--- src/rtl/cmt8_pkg.sv ---
package cmt8_pkg;

  typedef enum logic [1:0] {
    SEL_CNT  = 2'd0,
    SEL_CMPA = 2'd1,
    SEL_CMPB = 2'd2,
    SEL_CTRL = 2'd3
  } reg_sel_e;

  typedef enum logic [1:0] {
    ACT_KEEP = 2'd0,
    ACT_LOW  = 2'd1,
    ACT_HIGH = 2'd2,
    ACT_FLIP = 2'd3
  } pin_act_e;

  localparam int NUM_FLAGS   = 3;
  localparam int NUM_CMP     = 2;
  localparam int CTRL_BITS   = 5;
  localparam int TRIG_EN_POS = 4;

  // B event wins over A event; otherwise the pin is left alone.
  function automatic pin_act_e pick_act(input logic hit_a, input logic hit_b,
                                        input logic [1:0] sel_a,
                                        input logic [1:0] sel_b);
    pin_act_e act;
    if (hit_b)      act = pin_act_e'(sel_b);
    else if (hit_a) act = pin_act_e'(sel_a);
    else            act = ACT_KEEP;
    return act;
  endfunction

  function automatic logic pin_next(input pin_act_e act, input logic cur);
    logic nxt;
    case (act)
      ACT_LOW:  nxt = 1'b0;
      ACT_HIGH: nxt = 1'b1;
      ACT_FLIP: nxt = ~cur;
      default:  nxt = cur;
    endcase
    return nxt;
  endfunction

endpackage

--- src/rtl/cmt8_counter.sv ---
module cmt8_counter #(
  parameter int W = 8
) (
  input  logic         clk,
  input  logic         rst_n,
  input  logic         cnt_en,
  input  logic         load,
  input  logic [W-1:0] load_val,
  output logic [W-1:0] cnt,
  output logic         adv_q,
  output logic         wrap_evt
);
  localparam logic [W-1:0] ZERO = '0;
  localparam logic [W-1:0] ONE  = W'(1);

  always_ff @(posedge clk) begin
    if (!rst_n) begin
      cnt   <= ZERO;
      adv_q <= 1'b0;
    end else begin
      adv_q <= cnt_en & ~load;
      if (load)        cnt <= load_val;
      else if (cnt_en) cnt <= cnt + ONE;
    end
  end

  // Counter just advanced and now holds zero: it came from all-ones.
  assign wrap_evt = adv_q && (cnt == ZERO);
endmodule

--- src/rtl/cmt8_match.sv ---
module cmt8_match #(
  parameter int W = 8
) (
  input  logic         clk,
  input  logic         rst_n,
  input  logic         wr,
  input  logic [W-1:0] wval,
  input  logic [W-1:0] cnt,
  input  logic         adv_q,
  output logic [W-1:0] cmp,
  output logic         hit
);
  always_ff @(posedge clk) begin
    if (!rst_n)  cmp <= '0;
    else if (wr) cmp <= wval;
  end

  assign hit = adv_q && (cnt == cmp);
endmodule

--- src/rtl/cmt8_flags.sv ---
module cmt8_flags #(
  parameter int N = 3
) (
  input  logic         clk,
  input  logic         rst_n,
  input  logic [N-1:0] set_evt,
  input  logic         rd_stat,
  input  logic         wr_stat,
  input  logic [N-1:0] wbits,
  output logic [N-1:0] flags,
  output logic [N-1:0] armed
);
  for (genvar i = 0; i < N; i++) begin : g_flag
    logic clr_req;
    assign clr_req = wr_stat && !wbits[i];

    always_ff @(posedge clk) begin
      if (!rst_n) begin
        flags[i] <= 1'b0;
        armed[i] <= 1'b0;
      end else begin
        if (set_evt[i])                 flags[i] <= 1'b1;
        else if (clr_req && armed[i])   flags[i] <= 1'b0;

        if (clr_req)                    armed[i] <= 1'b0;
        else if (rd_stat && flags[i])   armed[i] <= 1'b1;
      end
    end
  end
endmodule

--- src/rtl/cmt8_pin.sv ---
module cmt8_pin
  import cmt8_pkg::*;
(
  input  logic       clk,
  input  logic       rst_n,
  input  logic       hit_a,
  input  logic       hit_b,
  input  logic [1:0] sel_a,
  input  logic [1:0] sel_b,
  output logic       pin_q
);
  pin_act_e act;
  assign act = pick_act(hit_a, hit_b, sel_a, sel_b);

  always_ff @(posedge clk) begin
    if (!rst_n) pin_q <= 1'b0;
    else        pin_q <= pin_next(act, pin_q);
  end
endmodule

--- src/rtl/cmt8_timer.sv ---
module cmt8_timer
  import cmt8_pkg::*;
#(
  parameter int W = 8
) (
  input  logic         clk,
  input  logic         rst_n,
  input  logic         cnt_en,
  input  logic [1:0]   bus_addr,
  input  logic         bus_wr,
  input  logic         bus_rd,
  input  logic [W-1:0] bus_wdata,
  output logic [W-1:0] bus_rdata,
  output logic         adc_start,
  output logic         tmr_out
);
  localparam int STAT_W = NUM_FLAGS + CTRL_BITS;

  reg_sel_e sel;
  assign sel = reg_sel_e'(bus_addr);

  logic wr_cnt, wr_ctrl, rd_ctrl;
  logic [NUM_CMP-1:0] wr_cmp;
  assign wr_cnt    = bus_wr && (sel == SEL_CNT);
  assign wr_cmp[0] = bus_wr && (sel == SEL_CMPA);
  assign wr_cmp[1] = bus_wr && (sel == SEL_CMPB);
  assign wr_ctrl   = bus_wr && (sel == SEL_CTRL);
  assign rd_ctrl   = bus_rd && (sel == SEL_CTRL);

  // Counter
  logic [W-1:0] cnt_q;
  logic         adv_q, wrap_evt;

  cmt8_counter #(.W(W)) u_cnt (
    .clk      (clk),
    .rst_n    (rst_n),
    .cnt_en   (cnt_en),
    .load     (wr_cnt),
    .load_val (bus_wdata),
    .cnt      (cnt_q),
    .adv_q    (adv_q),
    .wrap_evt (wrap_evt)
  );

  // Compare channels: index 0 is A, index 1 is B
  logic [W-1:0]       cmp_val [NUM_CMP];
  logic [NUM_CMP-1:0] hit;

  for (genvar c = 0; c < NUM_CMP; c++) begin : g_cmp
    cmt8_match #(.W(W)) u_match (
      .clk   (clk),
      .rst_n (rst_n),
      .wr    (wr_cmp[c]),
      .wval  (bus_wdata),
      .cnt   (cnt_q),
      .adv_q (adv_q),
      .cmp   (cmp_val[c]),
      .hit   (hit[c])
    );
  end

  logic hit_a, hit_b;
  assign hit_a = hit[0];
  assign hit_b = hit[1];

  // Control field
  logic [CTRL_BITS-1:0] ctrl_q;
  always_ff @(posedge clk) begin
    if (!rst_n)       ctrl_q <= '0;
    else if (wr_ctrl) ctrl_q <= bus_wdata[CTRL_BITS-1:0];
  end

  logic [1:0] osel_a, osel_b;
  logic       trig_en;
  assign osel_a  = ctrl_q[1:0];
  assign osel_b  = ctrl_q[3:2];
  assign trig_en = ctrl_q[TRIG_EN_POS];

  // Flags, MSB first: {B, A, overflow}
  logic [NUM_FLAGS-1:0] set_evt, flags_q, armed_q;
  assign set_evt = {hit_b, hit_a, wrap_evt};

  cmt8_flags #(.N(NUM_FLAGS)) u_flags (
    .clk     (clk),
    .rst_n   (rst_n),
    .set_evt (set_evt),
    .rd_stat (rd_ctrl),
    .wr_stat (wr_ctrl),
    .wbits   (bus_wdata[STAT_W-1:CTRL_BITS]),
    .flags   (flags_q),
    .armed   (armed_q)
  );

  // Output pin
  cmt8_pin u_pin (
    .clk   (clk),
    .rst_n (rst_n),
    .hit_a (hit_a),
    .hit_b (hit_b),
    .sel_a (osel_a),
    .sel_b (osel_b),
    .pin_q (tmr_out)
  );

  assign adc_start = hit_a & trig_en;

  // Read mux
  logic [STAT_W-1:0] stat_word;
  assign stat_word = {flags_q, ctrl_q};

  always_comb begin
    case (sel)
      SEL_CNT:  bus_rdata = cnt_q;
      SEL_CMPA: bus_rdata = cmp_val[0];
      SEL_CMPB: bus_rdata = cmp_val[1];
      default:  bus_rdata = W'(stat_word);
    endcase
  end
endmodule

--- config.mk ---
export PLATFORM = sky130hd
export DESIGN_NAME = cmt8_timer
export DESIGN_NICKNAME = d
export VERILOG_FILES = /design/src/rtl/cmt8_pkg.sv /design/src/rtl/cmt8_counter.sv /design/src/rtl/cmt8_match.sv /design/src/rtl/cmt8_flags.sv /design/src/rtl/cmt8_pin.sv /design/src/rtl/cmt8_timer.sv
export SDC_FILE = /design/constraint.sdc
export NUM_CORES = 1
export LEC_CHECK = 0
export CAP_MARGIN = 20
export CORE_MARGIN = 3
export CORE_UTILIZATION = 45
export DETAILED_ROUTE_END_ITERATION = 10
export PLACE_DENSITY = 0.69
export SYNTH_ARGS = -nofsm -noshare
export SYNTH_HDL_FRONTEND = slang
export SYNTH_SLANG_ARGS = --single-unit
--- constraint.sdc ---
create_clock -name clk -period 1.5 [get_ports clk]
set_clock_uncertainty 0.2 [all_clocks]
set_input_delay 0.3 -clock clk [delete_from_list [all_inputs] [get_ports clk]]
set_output_delay 0.3 -clock clk [all_outputs]
set_load 0.02 [all_outputs]
======== Word level (Yosys, flattened, before mapping) ========
Index checks and enable logic that the tools add are counted.
cells by class
  muxes and demuxes ....................... 12
  eq/ne operators ......................... 8
  reduce and logical (&&, ||, !) cells .... 30
  add/subtract/negate cells ............... 1
  bitwise gates (word level) .............. 5
operators with widths
  operator                                                                count
  8-bit case mux with 3 select lines                                      1
  1-bit logical AND                                                       17
  8-bit equality test                                                     2
  8-bit two-way mux                                                       2
  8-bit by 1-bit adder with 8-bit output (second input constant)          1
  2-bit equality test (second input constant)                             4
  8-bit zero test                                                         1
  2-bit nonzero test                                                      4
  1-bit two-way mux                                                       6
  2-bit OR reduction                                                      3
  2-bit by 1-bit equality test with 1-bit output (second input constant)  2
  2-bit two-way mux                                                       2
  1-bit zero test                                                         3
  1-bit inverter                                                          3
  1-bit case mux with 3 select lines                                      1
  3-bit nonzero test                                                      1
  1-bit AND                                                               2
  2-bit zero test                                                         1
storage, ports and cells
  bits of input ports ..................... 15
  word-level logic and storage cells ...... 68
  output and inout port bits .............. 10
  register bits ........................... 37

======== Longest topological paths before layout ========
Gate-level depths: netlist (run 1).
  word-level depth ........................ 6
  depth in mapped cells ................... 7
  gate-level depth less buffers ........... 6

======== Modules after synthesis ========
From an unflattened synthesis (run 1), not the netlist that was laid out.
unflattened totals
  cells, all modules ...................... 206
  area total of the unflattened synthesis .. 2,067.0 um^2
by module, submodules not included
  module        times used  area an instance (um^2)  seq. area each (um^2)  cells an instance
  cmt8_match    2           396.6                    160.2                  37
  cmt8_counter  1           515.5                    180.2                  62
  cmt8_timer    1           451.7                    100.1                  38
  cmt8_flags    1           242.7                    120.1                  24
  cmt8_pin      1           63.8                     20.0                   8

======== Least setup slack after synthesis (run 1) ========
Ideal clock, no wire load.
  path type ............................... flip-flop to output port
  start point ............................. reg u_cnt.cnt[0]
  end point ............................... out adc_start
  path buffers ............................ 1
  data required time ...................... 1.000 ns
  cell stages (with the launch flop) ...... 5
  arrival time ............................ 1.378 ns
  path slack .............................. -0.378 ns
  path through ............................ dfxtp_1 buf_6 xnor2_2 nand3_2 nor4_1
on the way
  word-level cells in the longest chain between the ends .. 3
ends and longest elaborated chain
  item                      RTL line            text
  start: declaration        cmt8_counter.sv:9   output logic [W-1:0] cnt,
  start signal: assignment  cmt8_counter.sv:22  if (load) cnt <= load_val;
  start signal: assignment  cmt8_counter.sv:23  else if (cnt_en) cnt <= cnt + ONE;
  8-bit equality test       cmt8_match.sv:18    assign hit = adv_q && (cnt == cmp);
  1-bit logical AND         cmt8_match.sv:18
  1-bit AND                 cmt8_timer.sv:105   assign adc_start = hit_a & trig_en;
  end: declaration          cmt8_timer.sv:14    output logic adc_start,
Every way passes these cells.

======== Worst setup path after layout (run 1) ========
  start point ............................. reg g_cmp[0].u_match.cmp[2]
  end point ............................... out adc_start
on the way
  word-level cells in the longest chain between the ends .. 3
ends and longest elaborated chain
  item                      RTL line           text
  start: declaration        cmt8_match.sv:10   output logic [W-1:0] cmp,
  start signal: assignment  cmt8_match.sv:15   else if (wr) cmp <= wval;
  8-bit equality test       cmt8_match.sv:18
  1-bit logical AND         cmt8_match.sv:18
  1-bit AND                 cmt8_timer.sv:105
Every way passes these cells.

==> results of run 1 <==
-- cell type report --
class,instances,area share [%]
multi-input combinational,142,39.77
timing repair buffer,100,30.80
sequential,37,23.49
clock buffer,7,2.950
tap,50,1.916
inverter,8,0.9195
clock inverter,1,0.1533
-- power groups by stage --
stage	logic (mW)	registers (mW)	clock network, mW
6_report	0.730	1.07	0.783
3_5_place_dp	0.547	1.08	0
3_3_place_gp	0.537	1.08	0
5_1_grt	0.770	1.07	0.841
4_1_cts	0.666	1.07	0.800
2_1_floorplan	0.292	1.08	0
-- cells by family (layout without fill, tap and decap cells) --
group / Yosys count / after routing / share of synthesized area [%]
xor+xnor: 21 / 21 / 11.08
compound gates: 27 / 27 / 8.704
simple gates: 63 / 63 / 15.59
buf+inv: 24 / 116 / 6.575
flops: 37 / 37 / 37.07
mux: 29 / 29 / 19.72
fa+ha+maj: 2 / 2 / 1.252
-- cell usage in the layout (no fill, tap or decap), drive strengths merged, types with 2 or more instances in the layout --
cell           count
a311oi             2
nand4              6
nand3              3
nand3b             2
dfxtp             37
xor2               4
and3               3
nor2              34
o31ai              3
mux2i             21
nand2              6
xnor2             17
o21ai              6
ha                 2
clkbuf             7
buf               86
a211oi             5
nor4               2
inv                8
o41ai              2
mux4               8
clkdlybuf4s50     11
or3                4
a21oi              7
-- synthesized netlist by cell type --
library cell | count | area, um^2
a21oi_1 | 7 | 35.03
buf_4 | 1 | 7.510
and3_1 | 3 | 18.77
nand4_1 | 5 | 31.28
a311oi_1 | 2 | 17.52
o21ai_0 | 6 | 30.03
or3b_1 | 1 | 8.760
xnor2_1 | 12 | 105.1
or4_1 | 1 | 7.510
dfxtp_1 | 37 | 740.7
a211oi_1 | 5 | 37.54
nand3_1 | 2 | 10.01
clkbuf_1 | 5 | 18.77
buf_6 | 4 | 45.04
ha_1 | 2 | 25.02
mux4_1 | 1 | 26.28
nand4_2 | 1 | 12.51
mux4_2 | 7 | 157.7
nor4_1 | 2 | 12.51
nand3_2 | 1 | 10.01
nor2_1 | 34 | 127.6
buf_2 | 6 | 30.03
xnor2_2 | 5 | 81.33
a31oi_1 | 1 | 6.260
o211ai_1 | 1 | 7.510
nand3b_1 | 2 | 15.01
or3_2 | 1 | 7.510
or3_1 | 3 | 18.77
mux2i_1 | 21 | 210.2
o41ai_1 | 2 | 17.52
inv_1 | 8 | 30.03
or2b_2 | 1 | 8.760
xor2_1 | 4 | 35.03
nand2_1 | 6 | 22.52
o31ai_1 | 3 | 22.52
-- critical path: stages, from the launching register on --
cell and delay [ns]:
dfxtp_2 0.34, xnor2_1 0.23, nand2_1 0.16, nor4_4 0.28, buf_4 0.18
-- what timing repair did --
| item | 4_1_cts | 5_1_grt |
|---|---|---|
| gates cloned | 3 | 0 |
| setup endpoints to repair | 47 | 21 |
| resized for setup | 116 | 26 |
| pin swaps | 17 | 17 |
| buffers inserted | 11 | 11 |
-- metal layers --
| layer | vias up | routed length (um) |
|---|---|---|
| met4 | 0 | 129 |
| met5 | - | 0 |
| met2 | 86 | 3391 |
| met1 | 930 | 2525 |
| li1 | 895 | - |
| met3 | 16 | 409 |
-- worst max-delay path by stage --
stage | from | endpoint | slack (ns) | depth (start not counted)
after global routing | g_cmp[0].u_match.cmp[2]$_SDFFE_PN0P_ | adc_start | -0.56 | 4
after detailed placement | bus_addr[1] | bus_rdata[6] | -1.04 | 4
final | g_cmp[0].u_match.cmp[2]$_SDFFE_PN0P_ | adc_start | -0.49 | 4
after global placement | bus_addr[1] | bus_rdata[3] | -1.03 | 4
after floorplan | u_cnt.cnt[3]$_SDFFE_PN0P_ | u_pin.pin_q$_SDFFE_PN0P_ | -0.07 | 5
after CTS | u_cnt.cnt[4]$_SDFFE_PN0P_ | adc_start | -0.41 | 4
-- through the flow --
stage / instances / setup TNS (ns) / cell area [um^2] / setup slack [ns] / util, %
global route: 345 / -5.388 / 3266 / -0.5554 / 78.80
detailed placement: 315 / -24.77 / 2695 / -1.039 / 65.04
global placement: 315 / -23.43 / 2695 / -1.030 / 65.04
CTS: 336 / -4.430 / 3097 / -0.4069 / 74.73
floorplan: 203 / -0.1797 / 2031 / -0.06993 / -
finish: 345 / -4.676 / 3266 / -0.4944 / 78.80
-- flip-flops by register name, summed over array words and instances (netlist names) --
name	cells
g_cmp.u_match.cmp	16
u_cnt.cnt	8
ctrl_q	5
u_flags.armed	3
u_flags.flags	3
u_cnt.adv_q	1
u_pin.pin_q	1
==> impl_metrics.csv, run 1 <==
group,metric,value,unit
cts,numCtsBuffers,5,
run,drv_cap,0,
drt,drc,0,
critical_path,crit_type,"flop to primary output",
final_layout,syn_to_final_growth,63.43,%
timing,post-route-period-util,133.0,%
die,core.rowCount,23,
pwr,p_sw,728.2,uW
cts,hold_buffers,0,
drt,routed_wl,6.455,mm
timing,fmax,501.4,MHz
critical_path,r2r_start,"u_cnt.cnt[5]$_SDFFE_PN0P_",
cts,htreeDepth,2,
min_path,hp-class,"flop to flop",
pwr,internal_power,1.855,mW
synthesis,synth_area,0.001998,mm^2
pwr,pwr-share-seq,41.4,%
drt,first_pass_iters,4,
die,die_w,72.64,um
outcome,status,"finished, violations left",
drt,viasPerCell,5.586,
die,die_area,0.005276,mm^2
global_routing,global_route.overflow_total,0,
critical_path,critPathLaunchType,"flop",
drt,vias,1927,
critical_path,r2r_cells,6,
cts,insertion_delay,0.30,ns
die,ios,25,
global_routing,met3_usage,6.061,%
timing,maxSlewHeadroom,75.13,%
cts,path_clk_slew,0.07,ns
timing,rsz0062_at_grt,"true",
timing,slew_violations,0,
drt,drt_iter0_markers,97,
global_routing,antenna_found_initial,0,
pwr,peakVddDrop,0.5513,mV
timing,setup_ws,-0.4944,ns
cts,clock_tree.root_cell,"clkbuf_8",
global_routing,grt.busiest_layer,"met2",
final_layout,multiInputGateArea,0.001299,mm^2
cts,clock_sinks,37,
synthesis,avgSynthCellArea,9.843,um^2
critical_path,cp-end-kind,"primary output",
min_path,hold_depth,2,
timing,worst_slew_pin_slew,0.3683,ns
pwr,p_per_area,790.9,mW/mm^2
die,die_h,72.64,um
place,gp_congestion,0.9033,
final_layout,regArea,767.0,um^2
critical_path,arrival,1.49,ns
global_routing,grt_pass1_vias,1920,
min_path,holdPathEnd,"u_flags.armed[1]$_SDFFE_PP0P_",
critical_path,cp.required,1.00,ns
cts,tritoncts,"yes",
min_path,min-delay-start,"u_flags.armed[1]$_SDFFE_PP0P_",
outcome,violations,"negative setup slack",
drt,wl_per_cell,18.71,um
global_routing,grt.total_usage,24.13,%
global_routing,use_met1,28.58,%
pwr,netSwitchingFraction,28.20,%
timing,setup_viol,18,
global_routing,met2_usage,41.48,%
pwr,power.leakage,1.423,nW
critical_path,r2r-end,"u_pin.pin_q$_SDFFE_PN0P_",
synthesis,syn_nets,220,
pwr,power_frac_comb,28.3,%
synthesis,yosys_warnings,0,
drt,ant_nets,0,
timing,worst_hold_slack,0.2878,ns
synthesis,seq_area_frac_synth,37.07,%
pwr,total_power,2.583,mW
final_layout,final_nets,311,
critical_path,r2r_slack,-0.42,ns
synthesis,syn_inst,203,
die,initial_core_util,48.22,%
critical_path,crit_fanout,3,
place,place_hpwl,3.953,mm
timing,hold_viol_final,0,
place,port_buffers,24,
final_layout,diodes,0,
final_layout,drive_above_1_share,52.88,%
die,coreArea,0.004144,mm^2
cts,clockBufferDepth,2,
pwr,clkPwrFrac,30.3,%
synthesis,netlist-cell-type-count,35,
final_layout,fillers,258,
global_routing,grt_pass1_wl,9.459,mm
global_routing,grt_max_degree,19,
timing,fin_crit,1.994,ns
synthesis,ys_seq_elements,37,
(Power assumes the default switching activity.)
==> run 2, diff against run 1 <==
Settings changed: CTS_BUF_LIST set to sky130_fd_sc_hd__clkbuf_4 sky130_fd_sc_hd__clkbuf_8.
==> results of run 2 <==
Same layout as run 1: the final DEF is identical, and so are final timing and power.
==> run 3, diff against run 2 <==
--- a/config.mk
+++ b/config.mk
@@ -11,4 +11,5 @@
 export CTS_BUF_LIST = sky130_fd_sc_hd__clkbuf_4 sky130_fd_sc_hd__clkbuf_8
 export DETAILED_ROUTE_END_ITERATION = 10
+export MAX_ROUTING_LAYER = met4
 export PLACE_DENSITY = 0.69
 export SYNTH_ARGS = -nofsm -noshare
==> constraint.sdc (replaced) <==
create_clock -name clk -period 1.5 [get_ports clk]
set_clock_uncertainty 0.2 [all_clocks]
set_input_delay 0.225 -clock clk [delete_from_list [all_inputs] [get_ports clk]]
set_output_delay 0.225 -clock clk [all_outputs]
set_load 0.02 [all_outputs]
==> impl_metrics.csv, run 3 (synthesis gave the netlist of run 1 again) <==
group,metric,value,unit
outcome,status,"finished, violations left",
cts,tritoncts,"yes",
place,dpl_cell_area,0.002651,mm^2
place,dp_slack,-0.8870,ns
final_layout,final_nets,305,
final_layout,final_util,76.93,%
final_layout,reg_top3,"g_cmp.u_match.cmp x16, u_cnt.cnt x8, ctrl_q x5",
global_routing,global_route.overflow_total,0,
outcome,violations,"negative setup slack",
timing,finalSetupTns,-4.093,ns
die,initial_core_util,48.22,%
timing,worst_hold_slack,0.2881,ns
final_layout,layout_common_cells,"buf_4 (42), nor2_1 (34), buf_6 (32)",
timing,worst_slew_pin_slew,0.3304,ns
pwr,peakVddDrop,0.6485,mV
timing,hold_viol_final,0,
pwr,power.leakage,1.380,nW
drt,ant_nets,0,
cts,insertion_delay,0.30,ns
global_routing,grt_pass1_vias,1917,
drt,vias,1913,
critical_path,cp-end-kind,"primary output",
final_layout,syn_to_final_growth,59.55,%
place,dp.cells,314,
cts,clockBufferDepth,2,
pwr,total_power,2.668,mW
critical_path,crit_type,"flop to primary output",
die,coreArea,0.004144,mm^2
timing,rsz0062_at_grt,"true",
drt,wl_per_cell,18.83,um
critical_path,crit_fanout,2,
die,core.rowCount,23,
critical_path,arrival,1.41,ns
timing,maxSlewHeadroom,77.78,%
cts,clock_sinks,37,
global_routing,grt_max_degree,15,
timing,fmax,544.7,MHz
final_layout,largest_reg_flops,16,
final_layout,regArea,764.5,um^2
min_path,hp-class,"flop to flop",
drt,drc,0,
place,gp_congestion,0.9202,
drt,viasPerCell,5.643,
final_layout,final_cell_count_no_fill,339,
global_routing,antenna_found_initial,0,
cts,numCtsBuffers,5,
final_layout,final_common_cell,"buf_4",
drt,routed_wl,6.383,mm
pwr,p_per_area,836.8,mW/mm^2
drt,drt_iter0_markers,112,
final_layout,diodes,0,
critical_path,cp.required,1.07,ns
global_routing,grt_pass1_wl,9.170,mm
critical_path,r2r_slack,-0.33,ns
final_layout,regMostFlops,"g_cmp.u_match.cmp",
place,place_hpwl,3.816,mm
timing,setup_viol,18,
timing,slew_violations,0,
final_layout,fin_area,0.003188,mm^2
final_layout,fillers,280,
die,die_w,72.64,um
cts,path_clk_slew,0.08,ns
place,port_buffers,24,
timing,setup_ws,-0.3360,ns
drt,first_pass_iters,4,
cts,clock_tree.root_cell,"clkbuf_8",
final_layout,drive_above_1_share,51.56,%
global_routing,grt.total_usage,23.79,%
die,ios,25,
run,drv_cap,0,
final_layout,multiInputGateArea,0.001299,mm^2
die,die_area,0.005276,mm^2
timing,post-route-period-util,122.4,%
die,die_h,72.64,um
timing,fin_crit,1.836,ns
critical_path,critPathLaunchType,"flop",
cts,htreeDepth,2,
run 3: cell types whose count changed in the layout (fill, tap and decap cells not counted), moves of 2 or more:
cell      change
buf_12        -3
buf_6         -2
clkbuf_8      -2
buf_4         -2
run 3: area by class of cell:
class / count / area share [%]
flip-flops and latches: 37 / 23.98
repair buffers: 94 / 28.69
clock buffers: 5 / 2.159
well taps: 50 / 1.962
clock inverters: 3 / 1.452
inverters: 8 / 1.020
multi-input cells: 142 / 40.74
run 3: timing repair:
item / in CTS / in global routing
pin swaps: 22 / 12
gates cloned: 3 / 0
gates resized for setup: 111 / 21
setup buffers: 8 / 6
endpoints found under the setup margin: 47 / 20
hold buffers: 0 / 0
run 3: power by group:
| group | total [mW] | switching [mW] | internal (mW) | leakage, nW |
|---|---|---|---|---|
| registers | 1.07 | 0.0380 | 1.03 | 0.309 |
| clock network | 0.892 | 0.394 | 0.498 | 0.0543 |
| logic | 0.708 | 0.318 | 0.390 | 1.02 |
run 3: worst paths after layout:
path	startpoint	end	cells after the start
setup reg to reg	u_cnt.cnt[1]$_SDFFE_PN0P_	u_pin.pin_q$_SDFFE_PN0P_	6
hold reg to reg	u_flags.armed[0]$_SDFFE_PP0P_	u_flags.armed[0]$_SDFFE_PP0P_	2
setup / recovery	u_cnt.cnt[1]$_SDFFE_PN0P_	adc_start	4
hold / removal	u_flags.armed[0]$_SDFFE_PP0P_	u_flags.armed[0]$_SDFFE_PP0P_	2
run 3: critical path, stage by stage, from the launching register on:
cell	delay, ns
dfxtp_2	0.35
xnor2_2	0.20
nand4_2	0.14
nor4_4	0.24
buf_4	0.18
run 3: layer usage:
| metal | share of wire, % | routed length (um) | track usage (%) | vias to the layer above |
|---|---|---|---|---|
| met1 | 42 | 2702 | 28.48 | 955 |
| met5 | 0 | 0 | - | - |
| li1 | - | - | - | 891 |
| met2 | 51 | 3238 | 38.18 | 47 |
| met3 | 3.7 | 233 | 5.785 | 20 |
| met4 | 3.3 | 209 | 10.04 | 0 |
